===== src/rtl/burst_seq_pkg.sv =====
package burst_seq_pkg;

    typedef enum logic [1:0] {
        ST_IDLE = 2'd0,
        ST_RUN  = 2'd1,
        ST_LAST = 2'd2
    } burst_state_t;

    // Low two address bits for beat n from start offset s
    function automatic logic [1:0] beat_low(input logic [1:0] s,
                                            input logic [1:0] n,
                                            input logic       interleaved);
        if (interleaved)
            return s ^ n;
        else
            return s + n;
    endfunction

endpackage


===== src/rtl/burst_counter.sv =====
module burst_counter
    import burst_seq_pkg::*;
#(
    parameter int AW = 6
) (
    input  logic          clk,
    input  logic          rst_n,
    input  logic          strobe_i,
    input  logic          adv_n_i,
    input  logic          interleave_i,
    input  logic [AW-1:0] addr_i,
    output logic [AW-1:0] addr_o,
    output logic          active_o
);

    localparam int LAST_STEP = 2;

    burst_state_t  state_q, state_d;
    logic [1:0]    beat_q, beat_d;
    logic [AW-1:0] start_q, start_d;
    logic          mode_q, mode_d;

    // State register
    always_ff @(posedge clk or negedge rst_n) begin
        if (!rst_n) begin
            state_q <= ST_IDLE;
            beat_q  <= 2'd0;
            start_q <= '0;
            mode_q  <= 1'b0;
        end else begin
            state_q <= state_d;
            beat_q  <= beat_d;
            start_q <= start_d;
            mode_q  <= mode_d;
        end
    end

    // Next state and counter
    always_comb begin
        state_d = state_q;
        beat_d  = beat_q;
        start_d = start_q;
        mode_d  = mode_q;
        if (strobe_i) begin
            state_d = ST_RUN;
            beat_d  = 2'd0;
            start_d = addr_i;
            mode_d  = interleave_i;
        end else begin
            unique case (state_q)
                ST_IDLE: state_d = ST_IDLE;
                ST_RUN: begin
                    if (!adv_n_i) begin
                        beat_d = beat_q + 2'd1;
                        if (beat_q == 2'(LAST_STEP))
                            state_d = ST_LAST;
                    end
                end
                ST_LAST: state_d = ST_LAST;
                default: state_d = ST_IDLE;
            endcase
        end
    end

    // Outputs
    always_comb begin
        addr_o   = {start_q[AW-1:2], beat_low(start_q[1:0], beat_q, mode_q)};
        active_o = (state_q != ST_IDLE);
    end

    AST_LOAD_ADDR: assert property (@(posedge clk) disable iff (!rst_n)
        strobe_i |=> addr_o == $past(addr_i));

    AST_UPPER_FIXED: assert property (@(posedge clk) disable iff (!rst_n)
        (!strobe_i && active_o) |=> addr_o[AW-1:2] == $past(addr_o[AW-1:2]));

    AST_STALL_HOLD: assert property (@(posedge clk) disable iff (!rst_n)
        (!strobe_i && adv_n_i) |=> $stable(addr_o));

    AST_LAST_HOLD: assert property (@(posedge clk) disable iff (!rst_n)
        (state_q == ST_LAST && !strobe_i) |=> $stable(addr_o));

    AST_STEP_MOVES: assert property (@(posedge clk) disable iff (!rst_n)
        (state_q == ST_RUN && !strobe_i && !adv_n_i) |=> addr_o[1:0] != $past(addr_o[1:0]));

endmodule


===== src/rtl/burst_array.sv =====
module burst_array #(
    parameter int AW = 6,
    parameter int DW = 16
) (
    input  logic          clk,
    input  logic          rst_n,
    input  logic          wr_en_i,
    input  logic [AW-1:0] wr_addr_i,
    input  logic [DW-1:0] wr_data_i,
    input  logic [AW-1:0] rd_addr_i,
    input  logic          active_i,
    output logic [DW-1:0] rd_data_o,
    output logic          rd_valid_o
);

    localparam int DEPTH = 1 << AW;

    logic [DW-1:0] mem [DEPTH];

    always_ff @(posedge clk) begin
        if (wr_en_i)
            mem[wr_addr_i] <= wr_data_i;
    end

    always_ff @(posedge clk or negedge rst_n) begin
        if (!rst_n) begin
            rd_data_o  <= '0;
            rd_valid_o <= 1'b0;
        end else begin
            rd_data_o  <= mem[rd_addr_i];
            rd_valid_o <= active_i;
        end
    end

    AST_VALID_FOLLOWS: assert property (@(posedge clk) disable iff (!rst_n)
        active_i |=> rd_valid_o);

    AST_VALID_IDLE: assert property (@(posedge clk) disable iff (!rst_n)
        !active_i |=> !rd_valid_o);

endmodule


===== src/rtl/burst_seq_top.sv =====
module burst_seq_top #(
    parameter int AW = 6,
    parameter int DW = 16
) (
    input  logic          clk,
    input  logic          rst_n,
    input  logic          strobe_i,
    input  logic          adv_n_i,
    input  logic          interleave_i,
    input  logic [AW-1:0] addr_i,
    input  logic          wr_en_i,
    input  logic [AW-1:0] wr_addr_i,
    input  logic [DW-1:0] wr_data_i,
    output logic [AW-1:0] addr_o,
    output logic [DW-1:0] rd_data_o,
    output logic          rd_valid_o
);

    logic active;

    burst_counter #(.AW(AW)) u_counter (
        .clk          (clk),
        .rst_n        (rst_n),
        .strobe_i     (strobe_i),
        .adv_n_i      (adv_n_i),
        .interleave_i (interleave_i),
        .addr_i       (addr_i),
        .addr_o       (addr_o),
        .active_o     (active)
    );

    burst_array #(.AW(AW), .DW(DW)) u_array (
        .clk        (clk),
        .rst_n      (rst_n),
        .wr_en_i    (wr_en_i),
        .wr_addr_i  (wr_addr_i),
        .wr_data_i  (wr_data_i),
        .rd_addr_i  (addr_o),
        .active_i   (active),
        .rd_data_o  (rd_data_o),
        .rd_valid_o (rd_valid_o)
    );

endmodule


===== config.mk =====
export PLATFORM = sky130hd
export DESIGN_NAME = burst_seq_top
export DESIGN_NICKNAME = d
export VERILOG_FILES = /design/src/rtl/burst_seq_pkg.sv /design/src/rtl/burst_counter.sv /design/src/rtl/burst_array.sv /design/src/rtl/burst_seq_top.sv
export SDC_FILE = /design/constraint.sdc
export NUM_CORES = 1
export LEC_CHECK = 0
export ABC_AREA = 1
export BUFFER_PORTS_ARGS = -buffer_cell sky130_fd_sc_hd__buf_4
export CORE_MARGIN = 2
export CORE_UTILIZATION = 45
export CTS_BUF_LIST = sky130_fd_sc_hd__clkbuf_4 sky130_fd_sc_hd__clkbuf_8
export CTS_CLUSTER_SIZE = 40
export DETAILED_ROUTE_END_ITERATION = 8
export GPL_TIMING_DRIVEN = 1
export PLACE_DENSITY_LB_ADDON = 0.1
export SETUP_SLACK_MARGIN = 0.1
export SYNTH_ARGS = -nofsm -noshare
export SYNTH_HDL_FRONTEND = slang
export SYNTH_HIERARCHICAL = 1
export SYNTH_SLANG_ARGS = --single-unit
export TNS_END_PERCENT = 1

===== constraint.sdc =====
create_clock -name clk -period 2.6 [get_ports clk]
set_input_delay 0.26 -clock clk [delete_from_list [all_inputs] [get_ports clk]]
set_output_delay 0.26 -clock clk [all_outputs]
set_load 0.02 [all_outputs]

### Yosys cells after proc, flatten, opt, wreduce, memory -nomap -nowiden

Memory sizes are Yosys's and may differ from the RTL's. A register that Yosys moved wholly into a read port is not among the register bits.
Cells that the tools add are included.

* add/sub/neg operators: 2
* $mul: 0
* div/mod/pow operators: 0
* order comparisons: 0
* equality and inequality tests: 6
* shifts and indexed selects: 0
* multiplexer cells: 10
* bitwise logic cells: 1
* reduce and logical (&&, ||, !) cells: 5

Operator list (number)
* $mux 2: 7
* $eq 2x2->1 const B: 2
* $pmux 2 s2: 1
* $reduce_and 2->1: 2
* $reduce_bool 2->1: 2
* $ne 3x2->1 const B: 1
* $ne 3x3->1 const B: 1
* $add 2x1->2 const B: 1
* $add 2x2->2: 1
* $eq 2x1->1 const B: 1
* $mux 1: 2
* $ne 2x2->1 const B: 1
* $xor 2x2->2: 1
* $logic_not 1->1: 1

* bits in registers: 12
* bits in latches: 0
* bits in writable memories: 1024
* bits in read-only memories: 0
* input bits: 34
* output and inout port bits: 23
* memories kept: 1

Memory list
* u_array.mem: words 64, width 16, read ports 1, clocked after Yosys merged registers in 1, write ports 1, line burst_array.sv:18 `logic [DW-1:0] mem [DEPTH];`

### Logic depth before layout (Yosys ltp)

* word-level depth: 5
* mapped depth: 17
* gate-level depth less buffers: 14

### Cells and area by module

Netlist, hierarchy kept.

By module, submodules not included
* burst_array: instances 1, cells an instance 3518, area an instance 42195.5 sq um
* burst_counter: instances 1, cells an instance 76, area an instance 599.3 sq um

### Worst setup path before layout

Ideal clock, no wire load.

* path type: input-to-reg
* from: input wr_en_i
* to: memory u_array.mem[48][0] (enable)
* data arrival time: 2.384 ns
* data required time: 2.169 ns
* path slack: -0.214 ns
* cell stages on the path: 3
* cells stage by stage: clkbuf_1 -> nand4_1 -> nor4_1

* word-level cells in the longest chain between the ends: 2

RTL lines
* start, declared: line burst_seq_top.sv:11 `input logic wr_en_i,`
* $mux 1: line burst_array.sv:21 `if (wr_en_i)`
* $mux 1 (not written as such): line burst_array.sv:22 `mem[wr_addr_i] <= wr_data_i;`
* end, declared: line burst_array.sv:18

No other way between the ends.

### Worst setup path in the final report

* from: register u_counter.beat_q[0]
* to: register u_array.rd_data_o[0], read port of u_array.mem

* word-level cells in the longest chain between the ends: 2

RTL lines
* start, declared: line burst_counter.sv:19 `logic [1:0] beat_q, beat_d;`
* start signal, assigned: line burst_counter.sv:32 `beat_q <= beat_d;`
* $add 2x2->2 / $xor 2x2->2 (equally long branches): line burst_seq_pkg.sv:16, burst_seq_pkg.sv:14
* $mux 2 (*): line burst_seq_pkg.sv:13 `if (interleaved)`
* end, declared: line burst_array.sv:12 `output logic [DW-1:0] rd_data_o,`

Mark *: on every way between the ends. The rest lies on a longest branch, timed or not.
A chain may end at the register's enable or synchronous reset.

==> results.yml <==
cells_and_area:
  finish.utilization: 0.533
  areaGrowthSynthToFinish_pct: 17.7
  drive_gt1_frac: 0.158
  nNetsFinal: 3902
  nFillCells: 8094
  fin_cells: 5276
routing:
  drcViolationCount: 0
  top_layer: "met5"
  wl_met3_um: 9050
  avgViaCountPerCell: 5.52
  wl_met1_um: 55000
  wl_per_cell_um: 24.0
  routed_wl_um: 127000
  ant_nets: 0
  met2_length_um: 58700
  num_vias: 29100
  drt-initial-drc-count: 3270
  drt_first_pass_iters: 5
floorplanning:
  ios: 57
  fp.dieH_um: 312
  dieArea_um2: 97600
  start_util: 0.452
  rows: 113
  die_width_um: 312
  coreArea_um2: 94600
pwr:
  totalPowerFinal_mw: 42.4
  irDropWorstVdd_uv: 509
  p_leak_nw: 18.7
  power_density_nw_per_um2: 841
logic_synthesis:
  ys_top_cells_by_count: "1,326 x nand2_1, 1,024 x edfxtp_1, 874 x nand3_1"
  syn_avg_cell_area_um2: 11.9
  synthFlopType: "edfxtp_1"
  synth_top_area_frac: 0.719
  synth_cells: 3594
  yosysTopAreaCell: "edfxtp_1"
  yosys-top-cells-area: "edfxtp_1 72%, nand2_1 12%, nand3_1 10%"
  synthDistinctLibCells: 20
  ys_warn_count: 6
  synth_edf_count: 1024
  yosysSeqAreaShare: 0.735
  synthArstFlopShare: 0.0266
  synth_area_um2: 42800
  syn-num-nets: 3632
  synth_seq_cells: 1052
  synth.most_common_cell: "nand2_1"
worst_setup_path:
  critPathMaxFanout: 25
  cp.required_ps: 3370
  crit_path_start_kind: "flip-flop"
  rrSetupSlack_ps: 110
  cpLargestDelayFamily: "simple AND/OR/NAND/NOR gates"
  crit_chain: "ha_4, inv_16, buf_12, buf_12, buf_4, nand2_1, nand3_1, nand3_1, nand2_1, nand2_1, nand3_4, nand3_2, nand2_1"
  crit_slowest_cell: "dfrtp_1"
  max_stage_delay_ps: 410
  critPathCapture: "u_array/rd_data_o[0]"
  path_buf_inv: 4
  startpoint: "u_counter/beat_q[0]"
  r2r_cells: 13
  r2r-start: "u_counter/beat_q[0]"
  crit_top_cell: "nand2_1"
  r2r-end: "u_array/rd_data_o[0]"
  path_depth: 13
  path_class: "flip-flop to flip-flop"
  critPathArrivalTime_ps: 3260
  endpoint_kind: "flip-flop"
timing:
  period_share: 0.957
  fin_crit_ps: 2490
  skew_ps: 38.8
  finalSetupTns_ps: 0
  worst_pin_slew_ps: 984
  setup_violations: 0
  rsz0062_at_grt: "yes"
  slew_violations: 0
  finalHoldViolCount: 0
  fmax_mhz: 402
  slew_headroom: 0.344
clock_tree:
  clock_path_buffers: 3
  numCtsBuffers: 175
  h-tree-depth: 4
  cts-root-buf: "clkbuf_8"
  tritoncts: "done"
  clk_pin_slew_ps: 60
  insertion_delay_ps: 860
  cts_sinks: 1052
placement:
  dp_cells: 4887
  gp_congestion: 0.826
  io_buffers: 56
  dpl.hpwl_um: 71500
grt:
  grt_start_max_net_pins: 67
  grtUsageTotal: 0.259
  grt-ovfl-total: 0
  grt_pass1_wl_um: 186000
  antenna_found_initial: 5
  first_global_vias: 28300
run_status:
  status: "finished clean"
min_path:
  hold_path_class: "input port to flip-flop"
job:
  cap_viol_max_count: 0
-- cell families (layout without fill, tap and decap cells) --
logic type / after synthesis / after routing / share of synthesized area
compound gates: 4 / 4 / 0.000468
fa+ha+maj: 4 / 4 / 0.00117
buf+inv: 255 / 669 / 0.0368
flops: 1052 / 1052 / 0.735
other cells: 0 / 3 / 0
simple gates: 2279 / 2279 / 0.227
-- cell usage in the layout (no fill, tap or decap), drive strengths merged --
cell type and count:
nor2 59, ha 4, nand3 874, dlygate4sd3 38
inv 35, buf 280, edfxtp 1024, clkbuf 243
nor4 8, o21ai 4, dfrtp 28, nand2 1326
clkinv 60, bufinv 10, nand4 12, clkinvlp 2
bufbuf 1, diode 3
-- how the worst min path moves through the flow --
stage | slack (ps) | startpoint | depth (start not counted) | end
after floorplan | -40 | rst_n | 0 | u_array/rd_data_o[0]
after global placement | 290 | rst_n | 1 | u_counter/start_q[3]
after detailed placement | 290 | rst_n | 1 | u_counter/start_q[3]
after CTS | 0.5 | wr_data_i[14] | 1 | u_array/mem[48][14]
after global routing | 40 | wr_data_i[14] | 1 | u_array/mem[51][14]
final | 40 | wr_data_i[14] | 1 | u_array/mem[51][14]
-- layer usage --
layer,up-vias,track usage
li1,13200,-
met1,14500,0.363
met2,1175,0.402
met3,213,0.0554
met4,6,0.0906
met5,-,0
-- timing repair --
item	in CTS	in global routing
endpoints found under the hold margin	199	0
cloned	2	4
setup buffers	11	9
pin swaps	1	5
resized for setup	21	65
hold buffers	39	0
endpoints found under the setup margin	17	18
-- layout make-up --
class | instances | area (um2) | area share
flip-flops and latches | 1052 | 31500 | 0.624
multi-input cells | 2287 | 10100 | 0.200
repair buffers | 323 | 3500 | 0.0694
clock buffers | 239 | 2910 | 0.0578
well taps | 1265 | 1580 | 0.0314
clock inverters | 82 | 687 | 0.0136
inverters | 24 | 143 | 0.00283
repair inverters | 1 | 8.76 | 0.000174
diodes | 3 | 7.51 | 0.000149
-- where the power goes --
part | total (mW) | internal, mW | leakage (nW) | switching (mW)
Sequential | 19.0 | 18.8 | 9.55 | 0.183
Clock | 15.0 | 8.32 | 1.91 | 6.70
Combinational | 8.36 | 2.91 | 7.23 | 5.45
-- stage by stage --
| stage | hold slack, ps | area (um2) | worst slack [ps] |
|---|---|---|---|
| 2_1_floorplan | -35.6 | 42800 | -214 |
| 3_3_place_gp | 294 | 45600 | -205 |
| 3_5_place_dp | 290 | 45600 | -168 |
| 4_1_cts | 0.464 | 49900 | 37.3 |
| 5_1_grt | 36.1 | 50400 | -45.9 |
| 6_report | 44.9 | 50400 | 111 |
-- flip-flops by register name, summed over array words and instances, names as in the netlist --
name and cells:
u_counter/beat_q 2, u_counter/start_q 6, u_array/rd_data_o 16, u_array/mem 1024, u_counter/state_q 2, u_array/rd_valid_o 1
u_counter/mode_q 1
Note: power is estimated with default switching activity, not from simulation.
